===== src/rtl/shd_pkg.sv =====
package shd_pkg;

    typedef enum logic [3:0] {
        ST_SCAN,
        ST_CHAIN,
        ST_RECAP,
        ST_RDBK,
        ST_SCRUB,
        ST_VERIFY,
        ST_RELOC,
        ST_TEST,
        ST_DONE
    } shd_state_e;

    typedef enum logic [2:0] {
        CL_NONE      = 3'd0,
        CL_TRANSIENT = 3'd1,
        CL_SCRUBBED  = 3'd2,
        CL_RELOCATED = 3'd3,
        CL_NO_SPARE  = 3'd4,
        CL_CHAIN     = 3'd5,
        CL_TIMEOUT   = 3'd6
    } shd_class_e;

    // cells per protected function: three replicas, then three voters
    localparam int CELLS_PER_FUNC = 6;
    localparam int VOTER_BASE     = 3;

endpackage


===== src/rtl/shd_snap_eval.sv =====
module shd_snap_eval
    import shd_pkg::*;
#(
    parameter int NUM_FUNC = 4,
    parameter int RUN_LEN  = 3,
    localparam int SNAP_W  = NUM_FUNC * CELLS_PER_FUNC,
    localparam int CW      = $clog2(SNAP_W)
) (
    input  logic [SNAP_W-1:0] snap,
    output logic [SNAP_W-1:0] fail_vec,
    output logic              any_fail,
    output logic              run_hit,
    output logic [CW-1:0]     first_idx,
    output logic              first_voter
);

    // per-function majority of the replicas; each cell compared against it
    for (genvar f = 0; f < NUM_FUNC; f++) begin : g_func
        localparam int BASE = f * CELLS_PER_FUNC;
        logic ra, rb, rc, maj;
        assign ra  = snap[BASE];
        assign rb  = snap[BASE + 1];
        assign rc  = snap[BASE + 2];
        assign maj = (ra & rb) | (ra & rc) | (rb & rc);
        for (genvar k = 0; k < CELLS_PER_FUNC; k++) begin : g_cell
            assign fail_vec[BASE + k] = snap[BASE + k] ^ maj;
        end
    end

    assign any_fail = |fail_vec;

    // a burst of adjacent failures anywhere in the chain
    always_comb begin
        run_hit = 1'b0;
        for (int i = 0; i <= SNAP_W - RUN_LEN; i++) begin
            if (&fail_vec[i +: RUN_LEN]) run_hit = 1'b1;
        end
    end

    // lowest failing cell wins
    always_comb begin
        first_idx   = '0;
        first_voter = 1'b0;
        for (int i = SNAP_W - 1; i >= 0; i--) begin
            if (fail_vec[i]) begin
                first_idx   = CW'(i);
                first_voter = ((i % CELLS_PER_FUNC) >= VOTER_BASE);
            end
        end
    end

endmodule


===== src/rtl/shd_spare_pool.sv =====
module shd_spare_pool #(
    parameter int NUM_SPARE = 8,
    localparam int SW       = $clog2(NUM_SPARE)
) (
    input  logic                 clk,
    input  logic                 rst_n,
    input  logic                 claim,
    input  logic                 give_back,
    input  logic                 retire,
    input  logic [SW-1:0]        slot,
    output logic                 have_free,
    output logic [SW-1:0]        pick,
    output logic [NUM_SPARE-1:0] faulty_map
);

    typedef struct packed {
        logic [NUM_SPARE-1:0] free;
        logic [NUM_SPARE-1:0] bad;
    } pool_t;

    pool_t p_q, p_d;

    always_comb begin
        p_d = p_q;
        if (claim)     p_d.free[slot] = 1'b0;
        if (give_back) p_d.free[slot] = 1'b1;
        if (retire)    p_d.bad[slot]  = 1'b1;
    end

    always_ff @(posedge clk) begin
        if (!rst_n) begin
            p_q.free <= {NUM_SPARE{1'b1}};
            p_q.bad  <= '0;
        end else begin
            p_q <= p_d;
        end
    end

    always_comb begin
        pick = '0;
        for (int i = NUM_SPARE - 1; i >= 0; i--) begin
            if (p_q.free[i]) pick = SW'(i);
        end
    end

    assign have_free  = |p_q.free;
    assign faulty_map = p_q.bad;

    AST_CLAIM_ONLY_FREE: assert property (@(posedge clk) disable iff (!rst_n)
        claim |-> p_q.free[slot]);
    AST_RETIRED_NOT_FREE: assert property (@(posedge clk) disable iff (!rst_n)
        !(|(p_q.free & p_q.bad)));
    AST_RETIRED_STAYS: assert property (@(posedge clk) disable iff (!rst_n)
        1'b1 |=> ((p_q.bad & $past(p_q.bad)) == $past(p_q.bad)));

endmodule


===== src/rtl/shd_hs_timer.sv =====
module shd_hs_timer #(
    parameter int LIMIT = 1024,
    localparam int TW   = $clog2(LIMIT + 1)
) (
    input  logic clk,
    input  logic rst_n,
    input  logic waiting,
    input  logic ack,
    output logic expired
);

    logic [TW-1:0] cnt_q, cnt_d;

    always_comb begin
        cnt_d = '0;
        if (waiting && !ack && !expired) cnt_d = cnt_q + 1'b1;
    end

    always_ff @(posedge clk) begin
        if (!rst_n) cnt_q <= '0;
        else        cnt_q <= cnt_d;
    end

    assign expired = waiting && !ack && (cnt_q == TW'(LIMIT - 1));

    AST_TIMER_BOUND: assert property (@(posedge clk) disable iff (!rst_n)
        cnt_q <= TW'(LIMIT - 1));

endmodule


===== src/rtl/self_heal_diag.sv =====
module self_heal_diag
    import shd_pkg::*;
#(
    parameter int NUM_FUNC    = 4,
    parameter int RUN_LEN     = 3,
    parameter int NUM_SPARE   = 8,
    parameter int TIMEOUT_CYC = 1024,
    localparam int SNAP_W     = NUM_FUNC * CELLS_PER_FUNC,
    localparam int CW         = $clog2(SNAP_W),
    localparam int SW         = $clog2(NUM_SPARE)
) (
    input  logic                 clk,
    input  logic                 rst_n,
    output logic                 cap_req,
    input  logic                 cap_ack,
    input  logic [SNAP_W-1:0]    snap_data,
    output logic                 chk_req,
    input  logic                 chk_ack,
    input  logic                 chk_ok,
    output logic                 rb_req,
    input  logic                 rb_ack,
    input  logic                 rb_match,
    output logic                 scrub_req,
    input  logic                 scrub_ack,
    output logic                 reloc_req,
    input  logic                 reloc_ack,
    output logic [SW-1:0]        reloc_slot,
    output logic                 test_req,
    input  logic                 test_ack,
    input  logic                 test_pass,
    output logic [CW-1:0]        tgt_cell,
    output logic                 done,
    output logic [2:0]           done_class,
    output logic [NUM_SPARE-1:0] faulty_map,
    output logic                 out_of_spares,
    output logic                 timeout_err
);

    typedef struct packed {
        shd_state_e    st;
        shd_class_e    cls;
        logic [CW-1:0] tgt;
        logic          voter;
        logic [SW-1:0] slot;
        logic          oos;
        logic          terr;
    } ctl_t;

    ctl_t c_q, c_d;

    // ---------------- snapshot evaluation ----------------
    logic [SNAP_W-1:0] ev_fail;
    logic              ev_any, ev_run, ev_voter;
    logic [CW-1:0]     ev_first;

    shd_snap_eval #(.NUM_FUNC(NUM_FUNC), .RUN_LEN(RUN_LEN)) u_eval (
        .snap        (snap_data),
        .fail_vec    (ev_fail),
        .any_fail    (ev_any),
        .run_hit     (ev_run),
        .first_idx   (ev_first),
        .first_voter (ev_voter)
    );

    // ---------------- spare pool ----------------
    logic          pool_claim, pool_give, pool_retire, pool_free;
    logic [SW-1:0] pool_pick;

    shd_spare_pool #(.NUM_SPARE(NUM_SPARE)) u_pool (
        .clk        (clk),
        .rst_n      (rst_n),
        .claim      (pool_claim),
        .give_back  (pool_give),
        .retire     (pool_retire),
        .slot       (c_q.slot),
        .have_free  (pool_free),
        .pick       (pool_pick),
        .faulty_map (faulty_map)
    );

    // ---------------- handshake watchdog ----------------
    logic cur_ack, hs_waiting, hs_expired;

    always_comb begin
        unique case (c_q.st)
            ST_SCAN, ST_RECAP, ST_VERIFY: cur_ack = cap_ack;
            ST_CHAIN:                     cur_ack = chk_ack;
            ST_RDBK:                      cur_ack = rb_ack;
            ST_SCRUB:                     cur_ack = scrub_ack;
            ST_RELOC:                     cur_ack = reloc_ack;
            ST_TEST:                      cur_ack = test_ack;
            default:                      cur_ack = 1'b0;
        endcase
    end

    assign hs_waiting = (c_q.st != ST_DONE);

    shd_hs_timer #(.LIMIT(TIMEOUT_CYC)) u_timer (
        .clk     (clk),
        .rst_n   (rst_n),
        .waiting (hs_waiting),
        .ack     (cur_ack),
        .expired (hs_expired)
    );

    // ---------------- next-state logic ----------------
    logic tgt_still_bad;
    assign tgt_still_bad = ev_fail[c_q.tgt];

    assign pool_claim  = (c_q.st == ST_RELOC) && reloc_ack;
    assign pool_give   = (c_q.st == ST_TEST) && test_ack && test_pass;
    assign pool_retire = (c_q.st == ST_TEST) && test_ack && !test_pass;

    always_comb begin
        c_d = c_q;
        if (hs_expired) begin
            c_d.st   = ST_DONE;
            c_d.cls  = CL_TIMEOUT;
            c_d.terr = 1'b1;
        end else begin
            unique case (c_q.st)
                ST_SCAN: begin
                    if (cap_ack && ev_any) begin
                        c_d.tgt   = ev_first;
                        c_d.voter = ev_voter;
                        if (ev_run)        c_d.st = ST_CHAIN;
                        else if (ev_voter) c_d.st = ST_RDBK;
                        else               c_d.st = ST_RECAP;
                    end
                end
                ST_CHAIN: begin
                    if (chk_ack) begin
                        if (!chk_ok) begin
                            c_d.st  = ST_DONE;
                            c_d.cls = CL_CHAIN;
                        end else begin
                            c_d.st = c_q.voter ? ST_RDBK : ST_RECAP;
                        end
                    end
                end
                ST_RECAP: begin
                    if (cap_ack) begin
                        if (tgt_still_bad) begin
                            c_d.st = ST_RDBK;
                        end else begin
                            c_d.st  = ST_DONE;
                            c_d.cls = CL_TRANSIENT;
                        end
                    end
                end
                ST_RDBK: begin
                    if (rb_ack) begin
                        if (!rb_match) begin
                            c_d.st = ST_SCRUB;
                        end else if (pool_free) begin
                            c_d.st   = ST_RELOC;
                            c_d.slot = pool_pick;
                        end else begin
                            c_d.st  = ST_DONE;
                            c_d.cls = CL_NO_SPARE;
                            c_d.oos = 1'b1;
                        end
                    end
                end
                ST_SCRUB: begin
                    if (scrub_ack) c_d.st = ST_VERIFY;
                end
                ST_VERIFY: begin
                    if (cap_ack) begin
                        if (!tgt_still_bad) begin
                            c_d.st  = ST_DONE;
                            c_d.cls = CL_SCRUBBED;
                        end else if (pool_free) begin
                            c_d.st   = ST_RELOC;
                            c_d.slot = pool_pick;
                        end else begin
                            c_d.st  = ST_DONE;
                            c_d.cls = CL_NO_SPARE;
                            c_d.oos = 1'b1;
                        end
                    end
                end
                ST_RELOC: begin
                    if (reloc_ack) c_d.st = ST_TEST;
                end
                ST_TEST: begin
                    if (test_ack) begin
                        c_d.st  = ST_DONE;
                        c_d.cls = CL_RELOCATED;
                    end
                end
                ST_DONE: begin
                    c_d.st  = ST_SCAN;
                    c_d.cls = CL_NONE;
                end
                default: c_d.st = ST_SCAN;
            endcase
        end
    end

    always_ff @(posedge clk) begin
        if (!rst_n) begin
            c_q.st    <= ST_SCAN;
            c_q.cls   <= CL_NONE;
            c_q.tgt   <= '0;
            c_q.voter <= 1'b0;
            c_q.slot  <= '0;
            c_q.oos   <= 1'b0;
            c_q.terr  <= 1'b0;
        end else begin
            c_q <= c_d;
        end
    end

    // ---------------- outputs ----------------
    assign cap_req       = (c_q.st == ST_SCAN) || (c_q.st == ST_RECAP) || (c_q.st == ST_VERIFY);
    assign chk_req       = (c_q.st == ST_CHAIN);
    assign rb_req        = (c_q.st == ST_RDBK);
    assign scrub_req     = (c_q.st == ST_SCRUB);
    assign reloc_req     = (c_q.st == ST_RELOC);
    assign test_req      = (c_q.st == ST_TEST);
    assign reloc_slot    = c_q.slot;
    assign tgt_cell      = c_q.tgt;
    assign done          = (c_q.st == ST_DONE);
    assign done_class    = c_q.cls;
    assign out_of_spares = c_q.oos;
    assign timeout_err   = c_q.terr;

    // ---------------- assertions ----------------
    AST_ONE_REQ: assert property (@(posedge clk) disable iff (!rst_n)
        $onehot0({cap_req, chk_req, rb_req, scrub_req, reloc_req, test_req}));
    AST_DONE_PULSE: assert property (@(posedge clk) disable iff (!rst_n)
        done |=> !done);
    AST_VOTER_SKIPS_RECAP: assert property (@(posedge clk) disable iff (!rst_n)
        (c_q.st == ST_SCAN && cap_ack && ev_any && !ev_run && ev_voter) |=> rb_req);
    AST_BURST_CHECKS_CHAIN: assert property (@(posedge clk) disable iff (!rst_n)
        (c_q.st == ST_SCAN && cap_ack && ev_run) |=> chk_req);
    AST_RELOC_HAS_SPARE: assert property (@(posedge clk) disable iff (!rst_n)
        reloc_req |-> pool_free);
    AST_OOS_STICKY: assert property (@(posedge clk) disable iff (!rst_n)
        out_of_spares |=> out_of_spares);
    AST_TERR_STICKY: assert property (@(posedge clk) disable iff (!rst_n)
        timeout_err |=> timeout_err);
    AST_SCRUB_THEN_VERIFY: assert property (@(posedge clk) disable iff (!rst_n)
        (scrub_req && scrub_ack) |=> cap_req);

endmodule


===== config.mk =====
export PLATFORM = sky130hd
export DESIGN_NAME = self_heal_diag
export DESIGN_NICKNAME = d
export VERILOG_FILES = /design/src/rtl/shd_pkg.sv /design/src/rtl/shd_snap_eval.sv /design/src/rtl/shd_spare_pool.sv /design/src/rtl/shd_hs_timer.sv /design/src/rtl/self_heal_diag.sv
export SDC_FILE = /design/constraint.sdc
export NUM_CORES = 1
export LEC_CHECK = 0
export BUFFER_PORTS_ARGS = -buffer_cell sky130_fd_sc_hd__buf_2
export CAP_MARGIN = 25
export CORE_UTILIZATION = 58
export CTS_CLUSTER_SIZE = 40
export DETAILED_ROUTE_END_ITERATION = 8
export PLACE_DENSITY_LB_ADDON = 0.15
export SYNTH_ARGS = -nofsm -noshare
export SYNTH_HDL_FRONTEND = slang
export SYNTH_SLANG_ARGS = --single-unit

===== constraint.sdc =====
create_clock -name clk -period 3.5 [get_ports clk]
set_input_delay 0.875 -clock clk [delete_from_list [all_inputs] [get_ports clk]]
set_output_delay 0.875 -clock clk [all_outputs]
set_load 0.03 [all_outputs]

Word-level counts from Yosys, hierarchy flattened
Index checks and enable logic that the tools add are counted.
- bitwise operators: 50
- equal/unequal tests: 33
- reduce and logical (&&, ||, !) cells: 51
- muxes and demuxes: 115
- add/sub/neg operators: 1
- $lt $le $gt $ge: 3
- operator list (cell ; count):
    5-bit two-way mux ; 24
    3-bit AND reduction ; 23
    1-bit two-way mux ; 51
    7-bit two-way mux ; 7
    4-bit two-way mux ; 12
    3-bit two-way mux ; 13
    4-bit case mux with 8 select lines ; 1
    24-bit OR reduction ; 1
    1-bit XOR ; 24
    3-bit by 1-bit != test with 1-bit output (second input constant) ; 6
    3-bit case mux with 6 select lines ; 1
    9-bit AND reduction ; 2
    4-bit by 3-bit == test with 1-bit output (second input constant) ; 4
    8-bit two-way mux ; 2
    8-bit OR ; 2
    8-bit AND reduction ; 2
    3-bit by 2-bit != test with 1-bit output (second input constant) ; 5
    1-bit bitwise AND ; 12
    2-bit by 1-bit != test with 1-bit output (second input constant) ; 6
    2-bit != test (second input constant) ; 6
    11-bit by 1-bit adder with 11-bit output (second input constant) ; 1
    11-bit by 10-bit == test with 1-bit output (second input constant) ; 1
    1-bit logical AND ; 9
    8-bit bitwise AND ; 1
    25 further kinds ; 37
- output and inout bits: 28
- register bits: 45
- input port bits: 35

Depth between registers and ports, before layout
Gate-level depths: netlist (run 1).
- word-level depth: 33
- mapped depth: 10

Cells and area by module
Synthesis (run 1) repeated with hierarchy kept, for this count alone.
- cell total of the unflattened synthesis: 557
- area, all modules: 4264.1 um^2
- modules (own cells, without submodules) (module ; instances ; seq. area each (um^2) ; cells each ; area each (um^2)):
    self_heal_diag ; 1 ; 360.3 ; 216 ; 1655.3
    shd_snap_eval ; 1 ; 0.0 ; 203 ; 1301.2
    shd_spare_pool ; 1 ; 320.3 ; 88 ; 790.8
    shd_hs_timer ; 1 ; 220.2 ; 50 ; 516.7

Worst setup path before layout (run 1)
No wires, ideal clock.
- path type: input port to flip-flop
- start point: input port snap_data[8]
- end point: register, netlist name reloc_slot[2]
- required time: 3.439 ns
- data arrival time: 2.781 ns
- path slack: 0.658 ns
- stages on the path: 9
- path through: buf_2 maj3_4 xnor2_1 o211ai_1 o2111ai_1 a41oi_4 nand2b_4 a211oi_4 o221a_1
- word-level cells in the longest chain between the ends: 8
- ends and longest elaborated chain (element ; line ; text):
    start: declaration ; self_heal_diag.sv:16 ; input logic [SNAP_W-1:0] snap_data,
    1-bit bitwise AND ; shd_snap_eval.sv:24 ; assign maj = (ra & rb) | (ra & rc) | (rb & rc);
    1-bit OR (2 in series) ; shd_snap_eval.sv:24 ;
    1-bit XOR ; shd_snap_eval.sv:26 ; assign fail_vec[BASE + k] = snap[BASE + k] ^ maj;
    1-bit binary-select mux with 5-bit select * ; self_heal_diag.sv:108 ; assign tgt_still_bad = ev_fail[c_q.tgt];
    1-bit two-way mux (not written as such) * ; self_heal_diag.sv:108 ;
    2-bit != test (no line) * ; -- ;
    6-bit AND reduction (no line) * ; -- ;
Mark *: on every way between the ends. The rest lies on a longest branch, timed or not. The select of a mux whose other input is x is not followed.
A chain may end at the register's enable or synchronous reset.

Worst setup path after layout (run 1)
- start point: input port snap_data[21]
- end point: register c_q[16] (netlist bit)
- word-level cells in the longest chain between the ends: 6
- ends and longest elaborated chain (element ; line ; text):
    1-bit XOR * ; shd_snap_eval.sv:26 ;
    1-bit binary-select mux with 5-bit select ; self_heal_diag.sv:108 ;
    1-bit two-way mux (not written as such) ; self_heal_diag.sv:108 ;
    7-bit two-way mux ; self_heal_diag.sv:170 ; if (!tgt_still_bad) begin
    7-bit two-way mux ; self_heal_diag.sv:169 ; if (cap_ack) begin
    4-bit case mux with 8 select lines ; self_heal_diag.sv:121 ; unique case (c_q.st)
    end: declaration ; self_heal_diag.sv:49 ; ctl_t c_q, c_d;
Marked as above.

==> implementation parameters, run 1 <==
Parameter                              Value

Route
  Number of detailed-route iterations in the first pass ... 5
  Avg WL per Cell ... 15.1 um
  WL met1 ... 4770 um
  Total via count after detailed routing ... 4099
  Met2 layer wire length in the routed design ... 4410 um
  Sum of routed wire length over all layers ... 9890 um
  ANT nets after route ... 0
  Wire length on met3 ... 595 um
  Routed via count divided by cell count ... 6.28
  DRC violations left ... 0
  Top Layer Used ... met4
  Drt first-iter violations ... 261

Placement
  Detail Placement HPWL ... 7350 um
  # placed instances ... 645
  Number of port buffers ... 62
  Cell area reported after detailed placement ... 4160 um^2
  Routability Congestion ... 0.918

Timing
  Setup repair after global routing missed its margin ... no
  Number of pins exceeding their max-slew limit in the final report ... 0
  Final critical-path share of the clock period ... 84.1%
  Peak Freq ... 0.340 GHz
  Worst hold margin ... 440 ps
  Minimum period implied by the final worst setup slack ... 2940 ps
  Worst slew pin tran ... 667 ps
  Final Hold Fails ... 0
  Headroom to the max-slew limit ... 55.0%
  Setup Total Neg Slack ... 0 ps
  Skew final ... 5.04 ps
  Final number of setup-violating endpoints ... 0

GRT
  First-pass GRT wire length ... 16500 um
  Grt total ovfl ... 0
  Antenna violations before repair ... 0
  GRT Overall Usage ... 27.5%
  Via count of the first global-routing pass ... 3579
  Maximum number of pins on one net before global-route repair ... 20

Critical path
  Crit path capture type ... flop
  CP delay by family, top ... compound AO/OA/AOI/OAI gates
  Arrival time reported for the critical path endpoint ... 3140 ps
  Critical path required time ... 3690 ps
  Largest driver fanout on the critical path ... 10
  Worst-path cell with the longest stage delay ... sky130_fd_sc_hd__o32ai_1
  WS Path Type ... primary input to flop
  Crit path largest cell delay ... 410 ps
  CP cell instances ... buf_2, or3_1, o32ai_1, o211ai_1, o31ai_2, a311oi_2, a21oi_1, nor3b_1, a41o_1
  Number of buffer and inverter stages on the critical path ... 1
  Worst Setup Start Kind ... primary input

Die
  Die footprint ... 7330 um^2
  Die height ... 85.6 um
  # rows ... 30
  Chip width ... 85.6 um
  Top-Level Pins ... 63
  Initial Util ... 60.0%
  Floorplan core area ... 6760 um^2

Outcome
  Run status ... complete, no violations

Synthesis
  Register bit count reported by yosys ... 45
  Synthesized cell area ... 4060 um^2
  Main flop type after synthesis ... sky130_fd_sc_hd__dfxtp_1
  Net Count, Synth ... 597
  Count of different cell masters after synthesis ... 72
  Sequential element share of the synthesized area ... 22.2%
  Asr flop ratio synth ... 0%
  Syn avg cell area ... 7.23 um^2
  Number of flops mapped to enable cells by yosys ... 0
  Yosys warns ... 0
  Synth Instances ... 561

Pwr
  Power density over the cells ... 442 nW/um^2
  Leakage ... 1.60 nW
  Worst voltage drop across the vdd grid ... 277 uV

Cells and area
  Count of non-filler cells in the finished layout ... 653
  Number of nets in the layout ... 608
  Share of post-route cells with drive strength above 1 ... 18.8%
  Number of inserted filler cells in the final layout ... 649
  Synthesis-to-layout area growth ... 5.00%
  Area taken by multi-input logic gates ... 2750 um^2
  Storage cell area ... 901 um^2
  Count of inserted antenna diode cells ... 0
  Finished layout cell area ... 4260 um^2

CTS
  Post-CTS setup buffer count ... 0
  Later-pin clock latency in the skew report ... 300 ps
  Hold buffer count at CTS ... 0
  Maximum clock path buffer count ... 2
  Htree depth ... 2
  Post_cts resized ... 0
  Clock Sinks ... 45
  CTS tree ... done
  CTS buffer count ... 5
  Master cell of the clock root buffer ... sky130_fd_sc_hd__clkbuf_8
  Clock slew seen by the registers of the worst setup and hold paths ... 80 ps

Hold path
  Class of the tightest hold or removal check ... flop to flop

Run
  Reported max-cap violation count ... 0
-- tightest hold or removal path, cell delays in order (launching register included) --
cell,delay [ps]
sky130_fd_sc_hd__dfxtp_1,320
sky130_fd_sc_hd__nand2_1,50
sky130_fd_sc_hd__nor2_1,30
-- flip-flops by register name, indices dropped and copies added, names as in the netlist, named ones only --
| register | cells |
|---|---|
| u_timer.cnt_q | 11 |
| u_pool.faulty_map | 8 |
| u_pool.p_q | 7 |
| c_q | 5 |
| tgt_cell | 5 |
| done_class | 3 |
| reloc_slot | 3 |
| out_of_spares | 1 |
| timeout_err | 1 |
-- final timing paths --
path,startpoint,endpoint,slack [ps],cells after the start
setup / recovery,snap_data[21],c_q[16],560,9
hold / removal,u_timer.cnt_q[10],u_timer.cnt_q[10],440,2
setup reg to reg,c_q[17],c_q[16],690,8
hold reg to reg,u_timer.cnt_q[10],u_timer.cnt_q[10],440,2
-- placed cells by master (no fill, tap or decap), types with 6 or more instances in the layout --
cell                        n
sky130_fd_sc_hd__a211oi_1   6
sky130_fd_sc_hd__xor2_1     7
sky130_fd_sc_hd__clkbuf_8   6
sky130_fd_sc_hd__dfxtp_1   45
sky130_fd_sc_hd__nor2_1    83
sky130_fd_sc_hd__nand2_1   40
sky130_fd_sc_hd__nand3b_1   6
sky130_fd_sc_hd__nor3_1    16
sky130_fd_sc_hd__nand3_1   25
sky130_fd_sc_hd__nor2b_1   14
sky130_fd_sc_hd__inv_1     14
sky130_fd_sc_hd__xnor2_1   11
sky130_fd_sc_hd__or3b_2     6
sky130_fd_sc_hd__a21oi_1   30
sky130_fd_sc_hd__mux2i_1   15
sky130_fd_sc_hd__buf_2     62
sky130_fd_sc_hd__and3_1     8
sky130_fd_sc_hd__or2_2      8
sky130_fd_sc_hd__nor3b_1    8
sky130_fd_sc_hd__a31oi_1   10
sky130_fd_sc_hd__o21ai_0   27
sky130_fd_sc_hd__o211ai_1  16
sky130_fd_sc_hd__o31ai_1    6
sky130_fd_sc_hd__nand2b_1  12
-- cells in the mapped netlist (all sizes together) (6+ instances only) --
library cell / n / area [um^2]
buf: 40 / 258
dfxtp: 45 / 901
o21ai: 27 / 135
nor3: 17 / 90.1
nand3b: 6 / 45.0
inv: 14 / 52.6
a31oi: 10 / 62.6
clkbuf: 23 / 87.6
or3b: 6 / 52.6
and3: 8 / 50.1
o211ai: 16 / 120
mux2i: 16 / 173
nand3: 25 / 125
a21oi: 30 / 150
a211oi: 9 / 97.6
o31ai: 7 / 57.6
nor3b: 9 / 72.6
nor2: 83 / 312
nand2b: 13 / 88.8
or2: 8 / 50.1
xnor2: 11 / 96.3
nor2b: 14 / 87.6
xor2: 7 / 61.3
nand2: 40 / 150
-- cells by family (layout without fill, tap and decap cells) --
family	Yosys count	count (layout)	synth area share (%)
adders and majority gates	5	5	1.48
buffers and inverters	78	90	9.90
and+or+nand+nor	248	248	31.0
xor gates and xnor gates	18	18	3.89
AOI/OAI and AO/OA	149	149	26.7
muxes	18	18	4.81
DFF	45	45	22.2
-- layer usage --
layer,vias to the layer above,GRT usage [%]
li1,2037,-
met1,1896,40.5
met2,152,42.2
met3,14,4.14
met4,0,6.67
met5,-,0
-- cell type report --
type	count	area share, %
sequential	45	21.2
clock buffer	6	1.94
tap	80	2.35
inverter	15	1.32
multi-input combinational	438	64.6
clock inverter	2	0.411
timing repair buffer	67	8.17
-- metrics by stage --
step | util [%] | setup WS, ps | power [mW]
2_1_floorplan | - | 658 | 1.38
3_3_place_gp | 61.5 | 391 | 1.51
3_5_place_dp | 61.5 | 312 | 1.53
4_1_cts | 63.0 | 621 | 1.88
5_1_grt | 63.0 | 464 | 2.00
6_report | 63.0 | 557 | 1.88
-- power by group --
group	total [mW]	leakage [nW]	internal, mW	switching [mW]
clock	0.344	0.0518	0.164	0.180
combinational	0.887	1.19	0.354	0.533
sequential	0.649	0.364	0.553	0.0965
total	1.88	1.60	1.07	0.809
No activity file was read; power rests on OpenSTA's default activity.
==> run 2, diff against run 1 <==
--- a/config.mk
+++ b/config.mk
@@ -7,7 +7,7 @@
 export LEC_CHECK = 0
 export BUFFER_PORTS_ARGS = -buffer_cell sky130_fd_sc_hd__buf_2
 export CAP_MARGIN = 25
-export CORE_UTILIZATION = 58
+export CORE_UTILIZATION = 53
 export CTS_CLUSTER_SIZE = 40
 export DETAILED_ROUTE_END_ITERATION = 8
 export PLACE_DENSITY_LB_ADDON = 0.15
==> constraint.sdc (replaced) <==
create_clock -name clk -period 2.6 [get_ports clk]
set_input_delay 0.65 -clock clk [delete_from_list [all_inputs] [get_ports clk]]
set_output_delay 0.65 -clock clk [all_outputs]
set_load 0.03 [all_outputs]
==> run 2 against run 1 <==
Clock-buffer cell count fell by 1; worst setup slack got worse by 490 ps; critical path depth fell by 1; register-to-register slack got worse by 500 ps; utilization rose by 2.5 points; clock skew rose by 2.0 ps; sequential power rose by 26%; critical path type unchanged.
==> implementation parameters, run 2 (synthesized netlist as in run 1, its figures left out) <==
Parameter                              Value

Critical path
  Worst Setup Start Kind ... primary input
  Worst flop-to-flop path startpoint ... tgt_cell[0]
  CP cell instances ... buf_2, maj3_2, buf_4, mux2i_4, a31oi_1, o221ai_1, or4b_2, a31oi_1
  Number of cells traversed by the worst register-to-register path ... 9 (+1)
  Largest driver fanout on the critical path ... 10 (unchanged)
  Critical path required time ... 2830 ps (-860 ps)
  Most common cell type on the critical path ... sky130_fd_sc_hd__a31oi_1
  Arrival time reported for the critical path endpoint ... 2760 ps (-380 ps)
  Crit path largest cell delay ... 630 ps (+220 ps)
  Worst-path cell with the longest stage delay ... sky130_fd_sc_hd__or4b_2
  Crit path capture type ... flop
  Worst reg2reg path endpoint ... done_class[0]
  WS Path Type ... primary input to flop
  R2R setup slack ... 190 ps (-500 ps)

Timing
  Worst slew pin tran ... 576 ps (-91.4 ps)
  Minimum period implied by the final worst setup slack ... 2530 ps
  Headroom to the max-slew limit ... 61.4% (+6.4 points)
  Setup repair after global routing missed its margin ... no
  Number of pins exceeding their max-slew limit in the final report ... 0 (unchanged)
  Skew final ... 7.01 ps (+1.97 ps)
  Final number of setup-violating endpoints ... 0 (unchanged)
  Peak Freq ... 0.395 GHz
  Final Hold Fails ... 0 (unchanged)
  Final critical-path share of the clock period ... 97.3%

Placement
  Cell area reported after detailed placement ... 4700 um^2 (+13%)
  Detail Placement HPWL ... 8240 um (+12%)
  Routability Congestion ... 0.977 (+6.4%)
  Number of port buffers ... 62 (unchanged)
  # placed instances ... 732 (+13%)

Die
  Die footprint ... 8000 um^2 (+9.2%)
  Top-Level Pins ... 63 (unchanged)
  Chip width ... 89.5 um (+4.5%)
  Die height ... 89.5 um (+4.5%)
  # rows ... 31 (+3.3%)
  Initial Util ... 55.3% (-4.7 points)
  Floorplan core area ... 7330 um^2 (+8.5%)

CTS
  Later-pin clock latency in the skew report ... 310 ps (about the same)
  Master cell of the clock root buffer ... sky130_fd_sc_hd__clkbuf_8
  Htree depth ... 2 (unchanged)
  Clock Sinks ... 45 (unchanged)
  Maximum clock path buffer count ... 2 (unchanged)
  CTS tree ... done
  Clock slew seen by the registers of the worst setup and hold paths ... 80 ps (about the same)
  CTS buffer count ... 5 (unchanged)
  Hold buffer count at CTS ... 0 (unchanged)

Cells and area
  Finished layout cell area ... 4810 um^2 (+13%)
  Most common cell after layout, fill and taps aside ... sky130_fd_sc_hd__nor2_1
  Synthesis-to-layout area growth ... 18.5%
  Number of flip-flops in the largest register ... 11 (unchanged)
  Commonest non-fill, non-tap cells in the layout ... sky130_fd_sc_hd__nor2_1 (83), sky130_fd_sc_hd__buf_4 (74), sky130_fd_sc_hd__buf_2 (62)
  Number of nets in the layout ... 678 (+12%)
  Share of post-route cells with drive strength above 1 ... 27.7% (+8.9 points)
  Count of inserted antenna diode cells ... 0 (unchanged)
  Count of non-filler cells in the finished layout ... 741 (+13%)
  Register with the most flip-flops ... u_timer.cnt_q

GRT
  Via count of the first global-routing pass ... 3628 (+1.4%)
  Maximum number of pins on one net before global-route repair ... 18 (-10%)
  GRT Overall Usage ... 27.4% (-0.087 points)
  First-pass GRT wire length ... 17100 um (+3.6%)
  Grt total ovfl ... 0 (unchanged)
  Antenna violations before repair ... 0 (unchanged)

Pwr
  Power density over the cells ... 572 nW/um^2 (+30%)
  Clock network fraction of design power ... 15.8% (-2.5 points)
  Switching Share ... 41.7% (-1.3 points)
  Proportion of power drawn by combinational gates ... 54.4% (+7.2 points)
  Worst voltage drop across the vdd grid ... 415 uV (+50%)
  Sw power ... 1.15 mW (+42%)
  Part of the power in registers ... 29.8% (-4.7 points)
  Leakage ... 1.94 nW (+21%)
  Cell Int Power ... 1.60 mW (+50%)

Route
  Total via count after detailed routing ... 4317 (+5.3%)
  Number of detailed-route iterations in the first pass ... 5 (unchanged)
  Sum of routed wire length over all layers ... 10700 um (+8.3%)
  Avg WL per Cell ... 14.5 um (-4.5%)
  DRC violations left ... 0 (unchanged)
  Routed via count divided by cell count ... 5.83 (-7.2%)
  Drt first-iter violations ... 264 (+1.1%)
  ANT nets after route ... 0 (unchanged)

Hold path
  Startpoint of the worst hold path ... u_timer.cnt_q[10]
  Endpoint, Worst Hold ... u_timer.cnt_q[10]
  WHS Path Cells ... 2 (unchanged)
  Class of the tightest hold or removal check ... flop to flop

Run
  Reported max-cap violation count ... 0 (unchanged)

Outcome
  Run status ... complete, no violations
## run 2: changes by cell type in the layout (fill, tap and decap cells not counted)
cell / delta
sky130_fd_sc_hd__clkinvlp_4: +1
sky130_fd_sc_hd__buf_4: +69
sky130_fd_sc_hd__clkbuf_8: -1
sky130_fd_sc_hd__buf_12: +1
sky130_fd_sc_hd__o311ai_1: +1
sky130_fd_sc_hd__o311ai_0: -1
sky130_fd_sc_hd__dfxtp_1: -1
sky130_fd_sc_hd__inv_6: -1
sky130_fd_sc_hd__dfxtp_2: +1
## run 2: layer usage
metal	up-vias	global-route usage, %	routed length (um)
li1	2165	-	-
met1	1981	40.2	5110
met2	156	40.9	4720
met3	15	6.09	768
met4	0	5.92	117
met5	-	0	0
## run 2: critical path, delay by kind of cell
kind            cells  cell delay (ps)
simple gates        1              630
fa+ha+maj           1              370
compound gates      3              580
buf+inv             2              310
mux                 1              210
## run 2: power by group through the flow
stage / Sequential [mW] / Combinational, mW / Clock, mW
6_report: 0.819 / 1.50 / 0.434
3_3_place_gp: 0.830 / 1.43 / 0
5_1_grt: 0.831 / 1.65 / 0.475
4_1_cts: 0.817 / 1.46 / 0.445
3_5_place_dp: 0.833 / 1.46 / 0
2_1_floorplan: 0.794 / 1.06 / 0
## run 2: metrics by stage
stage	power [mW]	hold WS [ps]	TNS, ps	setup slack, ps	util, %
2_1_floorplan	1.85	410	0	18.7	-
3_3_place_gp	2.26	416	-1050	-238	64.2
3_5_place_dp	2.29	434	-1570	-249	64.2
4_1_cts	2.73	447	0	73.4	65.3
5_1_grt	2.95	462	0	3.23	65.6
6_report	2.75	443	0	71.3	65.6
## run 2: worst max-delay path by stage
stage               slack (ps)            end     startpoint  cells after the start
global placement          -240        c_q[14]   snap_data[7]                     10
global route                 3  done_class[0]  snap_data[18]                     10
floorplan                   20  reloc_slot[2]   snap_data[8]                      9
detailed placement        -250        c_q[14]   snap_data[7]                     10
finish                      70    tgt_cell[1]  snap_data[12]                      8
CTS                         70        c_q[14]   snap_data[7]                     10
## run 2: cell type report
| class | count | area [um^2] |
|---|---|---|
| Fill cell | 660 | 2520 |
| Multi-Input combinational cell | 438 | 2750 |
| Tap cell | 99 | 124 |
| Clock inverter | 2 | 16.3 |
| Inverter | 15 | 56.3 |
| Sequential cell | 45 | 902 |
| Timing Repair Buffer | 137 | 886 |
| Clock buffer | 5 | 68.8 |
## run 2: repair_timing
action / 4_1_cts / 5_1_grt
hold endpoints to repair: 0 / 0
buffers inserted: 0 / 2
gates resized for setup: 0 / 2
endpoints found under the setup margin: 0 / 3
==> run 3, diff against run 2 <==
--- a/config.mk
+++ b/config.mk
@@ -5,9 +5,11 @@
 export SDC_FILE = /design/constraint.sdc
 export NUM_CORES = 1
 export LEC_CHECK = 0
+export ABC_AREA = 1
+export ABC_CLOCK_PERIOD_IN_PS = 2600
 export BUFFER_PORTS_ARGS = -buffer_cell sky130_fd_sc_hd__buf_2
 export CAP_MARGIN = 25
-export CORE_UTILIZATION = 53
+export CORE_UTILIZATION = 51
 export CTS_CLUSTER_SIZE = 40
 export DETAILED_ROUTE_END_ITERATION = 8
 export PLACE_DENSITY_LB_ADDON = 0.15
==> run 3 against run 2 <==
Critical path depth up 9; total power decreased by 5.1%; final cell count is 8.5% lower; sequential share of layout area increased by 3.3 points; die area fell by 15%; clock skew increased by 2.8 ps; combinational power shrank 20%; sequential power up 2%; utilization fell by 1.0 points; worst hold slack gained 9.9 ps; largest power group unchanged.
==> implementation parameters, run 3 <==
Parameter                              Value

Critical path
  Crit path largest cell delay ... 210 ps (-420 ps)
  Worst-path cell with the longest stage delay ... sky130_fd_sc_hd__o21ai_2
  WS Path Type ... primary input to flop
  Most common cell type on the critical path ... sky130_fd_sc_hd__nand2_4
  R2R setup slack ... 390 ps (+200 ps)
  Critical path required time ... 2790 ps (-40 ps)
  Worst Setup Start Kind ... primary input
  Crit path capture type ... flop
  Number of cells traversed by the worst register-to-register path ... 10 (+1)
  Worst reg2reg path endpoint ... u_timer.cnt_q[4]
  Largest driver fanout on the critical path ... 6 (-4)
  CP cell instances ... buf_2, o21ai_2, nand2_4, xor2_2, inv_2, o21ai_0, o22ai_1, o21ai_0, o221ai_2, nand2_2, nor2_4, inv_4, nand2_4, inv_2, nand2_4, o21ai_2, a21oi_1
  Arrival time reported for the critical path endpoint ... 2610 ps (-150 ps)
  Worst flop-to-flop path startpoint ... u_timer.cnt_q[0]

Synthesis
  Number of flops mapped to enable cells by yosys ... 0 (unchanged)
  Syn avg cell area ... 6.51 um^2 (-9.9%)
  Net Count, Synth ... 545 (-8.7%)
  Post-synth top area share ... 27.2% (+5.0 points)
  Sequential element share of the synthesized area ... 27.2% (+5.0 points)
  Leading area contributor after synthesis ... sky130_fd_sc_hd__dfxtp_1
  Most common cell in the synthesized netlist ... sky130_fd_sc_hd__nand2_1
  Register bit count reported by yosys ... 45 (unchanged)
  Count of different cell masters after synthesis ... 47 (-35%)
  Synthesized cell area ... 3310 um^2 (-18%)
  Main flop type after synthesis ... sky130_fd_sc_hd__dfxtp_1
  Asr flop ratio synth ... 0% (unchanged)
  Synth Instances ... 509 (-9.3%)
  Main area contributors after synthesis ... sky130_fd_sc_hd__dfxtp_1 (27%), sky130_fd_sc_hd__nand2_1 (9.4%), sky130_fd_sc_hd__inv_1 (7.9%)
  Yosys warns ... 0 (unchanged)
  Leading post-synthesis cells by instance count ... sky130_fd_sc_hd__nand2_1 (83), sky130_fd_sc_hd__inv_1 (70), sky130_fd_sc_hd__nor2_1 (61)

Hold path
  Endpoint, Worst Hold ... u_pool.faulty_map[7]
  WHS Path Cells ... 2 (unchanged)
  Startpoint of the worst hold path ... u_pool.faulty_map[7]
  Class of the tightest hold or removal check ... flop to flop

Cells and area
  Number of flip-flops in the largest register ... 11 (unchanged)
  Number of nets in the layout ... 636 (-6.2%)
  Count of non-filler cells in the finished layout ... 678 (-8.5%)
  Most common cell after layout, fill and taps aside ... sky130_fd_sc_hd__nand2_1
  Count of inserted antenna diode cells ... 0 (unchanged)
  Share of post-route cells with drive strength above 1 ... 26.8% (-0.94 points)
  Register with the most flip-flops ... u_timer.cnt_q
  Synthesis-to-layout area growth ... 22.9%
  Commonest non-fill, non-tap cells in the layout ... sky130_fd_sc_hd__nand2_1 (83), sky130_fd_sc_hd__inv_1 (70), sky130_fd_sc_hd__buf_2 (62)

CTS
  Maximum clock path buffer count ... 2 (unchanged)
  Htree depth ... 2 (unchanged)
  Clock Sinks ... 45 (unchanged)
  CTS tree ... done
  CTS buffer count ... 5 (unchanged)
  Clock slew seen by the registers of the worst setup and hold paths ... 90 ps (about the same)
  Later-pin clock latency in the skew report ... 300 ps (about the same)
  Master cell of the clock root buffer ... sky130_fd_sc_hd__clkbuf_8

Timing
  Minimum period implied by the final worst setup slack ... 2420 ps (-110 ps)
  Number of pins exceeding their max-slew limit in the final report ... 0 (unchanged)
  Final number of setup-violating endpoints ... 0 (unchanged)
  Headroom to the max-slew limit ... 53.6% (-7.9 points)
  Worst hold margin ... 453 ps (+9.93 ps)
  Final critical-path share of the clock period ... 93.0% (-4.2 points)
  Final Hold Fails ... 0 (unchanged)
  Final worst-path setup slack ... 181 ps (+110 ps)
  Setup repair after global routing missed its margin ... yes
  Skew final ... 9.85 ps (+2.84 ps)
  Setup Total Neg Slack ... 0 ps (unchanged)
  Peak Freq ... 0.413 GHz (+4.5%)
  Worst slew pin tran ... 692 ps (+116 ps)

Placement
  Number of port buffers ... 62 (unchanged)
  Detail Placement HPWL ... 6850 um (-17%)
  Placement-stage worst setup slack ... -102 ps (+147 ps)
  Routability Congestion ... 0.950 (-2.9%)
  # placed instances ... 670 (-8.5%)

Pwr
  Power density over the cells ... 640 nW/um^2 (+12%)
  Worst voltage drop across the vdd grid ... 441 uV (+6.2%)
  Leakage ... 1.92 nW (-0.92%)

Die
  Chip width ... 82.6 um (-7.7%)
  Top-Level Pins ... 63 (unchanged)
  Die height ... 82.6 um (-7.7%)
  Initial Util ... 52.5% (-2.8 points)
  Floorplan core area ... 6310 um^2 (-14%)
  Die footprint ... 6830 um^2 (-15%)
  # rows ... 29 (-6.5%)

Route
  Sum of routed wire length over all layers ... 8660 um (-19%)
  Drt first-iter violations ... 167 (-37%)
  Number of detailed-route iterations in the first pass ... 7 (+2)
  Avg WL per Cell ... 12.8 um (-12%)
  DRC violations left ... 0 (unchanged)
  Total via count after detailed routing ... 3598 (-17%)
  ANT nets after route ... 0 (unchanged)
  Routed via count divided by cell count ... 5.31 (-8.9%)

Outcome
  Run status ... complete, no violations

GRT
  Grt total ovfl ... 0 (unchanged)
  Antenna violations before repair ... 0 (unchanged)
  First-pass GRT wire length ... 13900 um (-19%)
  Maximum number of pins on one net before global-route repair ... 17 (-1)
  GRT Overall Usage ... 26.4% (-1.1 points)
  Via count of the first global-routing pass ... 3257 (-10%)

Run
  Reported max-cap violation count ... 0 (unchanged)
run 3: changes by cell type after synthesis, moves of 8 or more:
cell / delta
sky130_fd_sc_hd__nand2b_1: -12
sky130_fd_sc_hd__nand2_1: +43
sky130_fd_sc_hd__o21ai_1: +13
sky130_fd_sc_hd__buf_2: -17
sky130_fd_sc_hd__mux2i_1: -15
sky130_fd_sc_hd__inv_2: +8
sky130_fd_sc_hd__nor2_1: -22
sky130_fd_sc_hd__inv_1: +56
sky130_fd_sc_hd__nand2_2: +10
sky130_fd_sc_hd__nor3_1: +9
sky130_fd_sc_hd__clkbuf_1: -17
sky130_fd_sc_hd__nor2b_1: -14
run 3: area by class of cell:
cell class / count / area [um^2]
fill: 596 / 2240
multi-input combinational: 360 / 1990
sequential: 45 / 901
timing repair buffer: 108 / 668
inverter: 80 / 303
tap: 77 / 96.3
clock buffer: 6 / 82.6
clock inverter: 2 / 37.5
run 3: per-stage QoR:
stage	power [mW]	utilization [%]	instance area, um^2
6_report	2.61	64.5	4070
5_1_grt	2.79	64.5	4070
4_1_cts	2.60	64.0	4040
3_5_place_dp	2.03	62.0	3920
3_3_place_gp	2.02	62.0	3920
2_1_floorplan	1.67	-	3310
run 3: worst max path at each step:
stage             startpoint             to
3_3_place_gp   snap_data[13]    tgt_cell[2]
4_1_cts        snap_data[13]    tgt_cell[2]
6_report        snap_data[7]  reloc_slot[1]
3_5_place_dp    snap_data[7]  reloc_slot[1]
5_1_grt         snap_data[7]    tgt_cell[2]
2_1_floorplan   snap_data[7]  reloc_slot[1]
run 3: power breakdown:
part	internal, mW	leakage (nW)	switching [mW]
Sequential	0.758	0.365	0.0800
Clock	0.313	0.0574	0.259
Combinational	0.457	1.50	0.742
run 3: cell families (layout without fill, tap and decap cells):
family                     count (synthesis)  after routing  synth area share, %
DFF                                       45             45                 27.2
xor gates and xnor gates                  21             21                 6.91
AOI/OAI and AO/OA                        115            115                 20.6
adders and majority gates                  1              1                0.377
and+or+nand+nor                          223            223                 30.9
buffers and inverters                    104            196                 14.0
run 3: routing by layer:
metal  global-route usage [%]  vias up  share of wire [%]
met4                     11.6        0                3.0
met3                     3.08       20                4.2
met1                     32.0     1628                 44
li1                         -     1843                  -
met2                     46.7      107                 49
met5                        0        -                  0
run 3: critical path: cells and delay by family:
kind | cells | cell delay [ps]
compound gates | 7 | 940
simple gates | 5 | 450
buf+inv | 4 | 340
xor+xnor | 1 | 210
run 3: what timing repair did:
item,in CTS,in global routing
hold buffers,0,0
gates resized for setup,0,6
endpoints found under the setup margin,0,6
buffers inserted,0,0
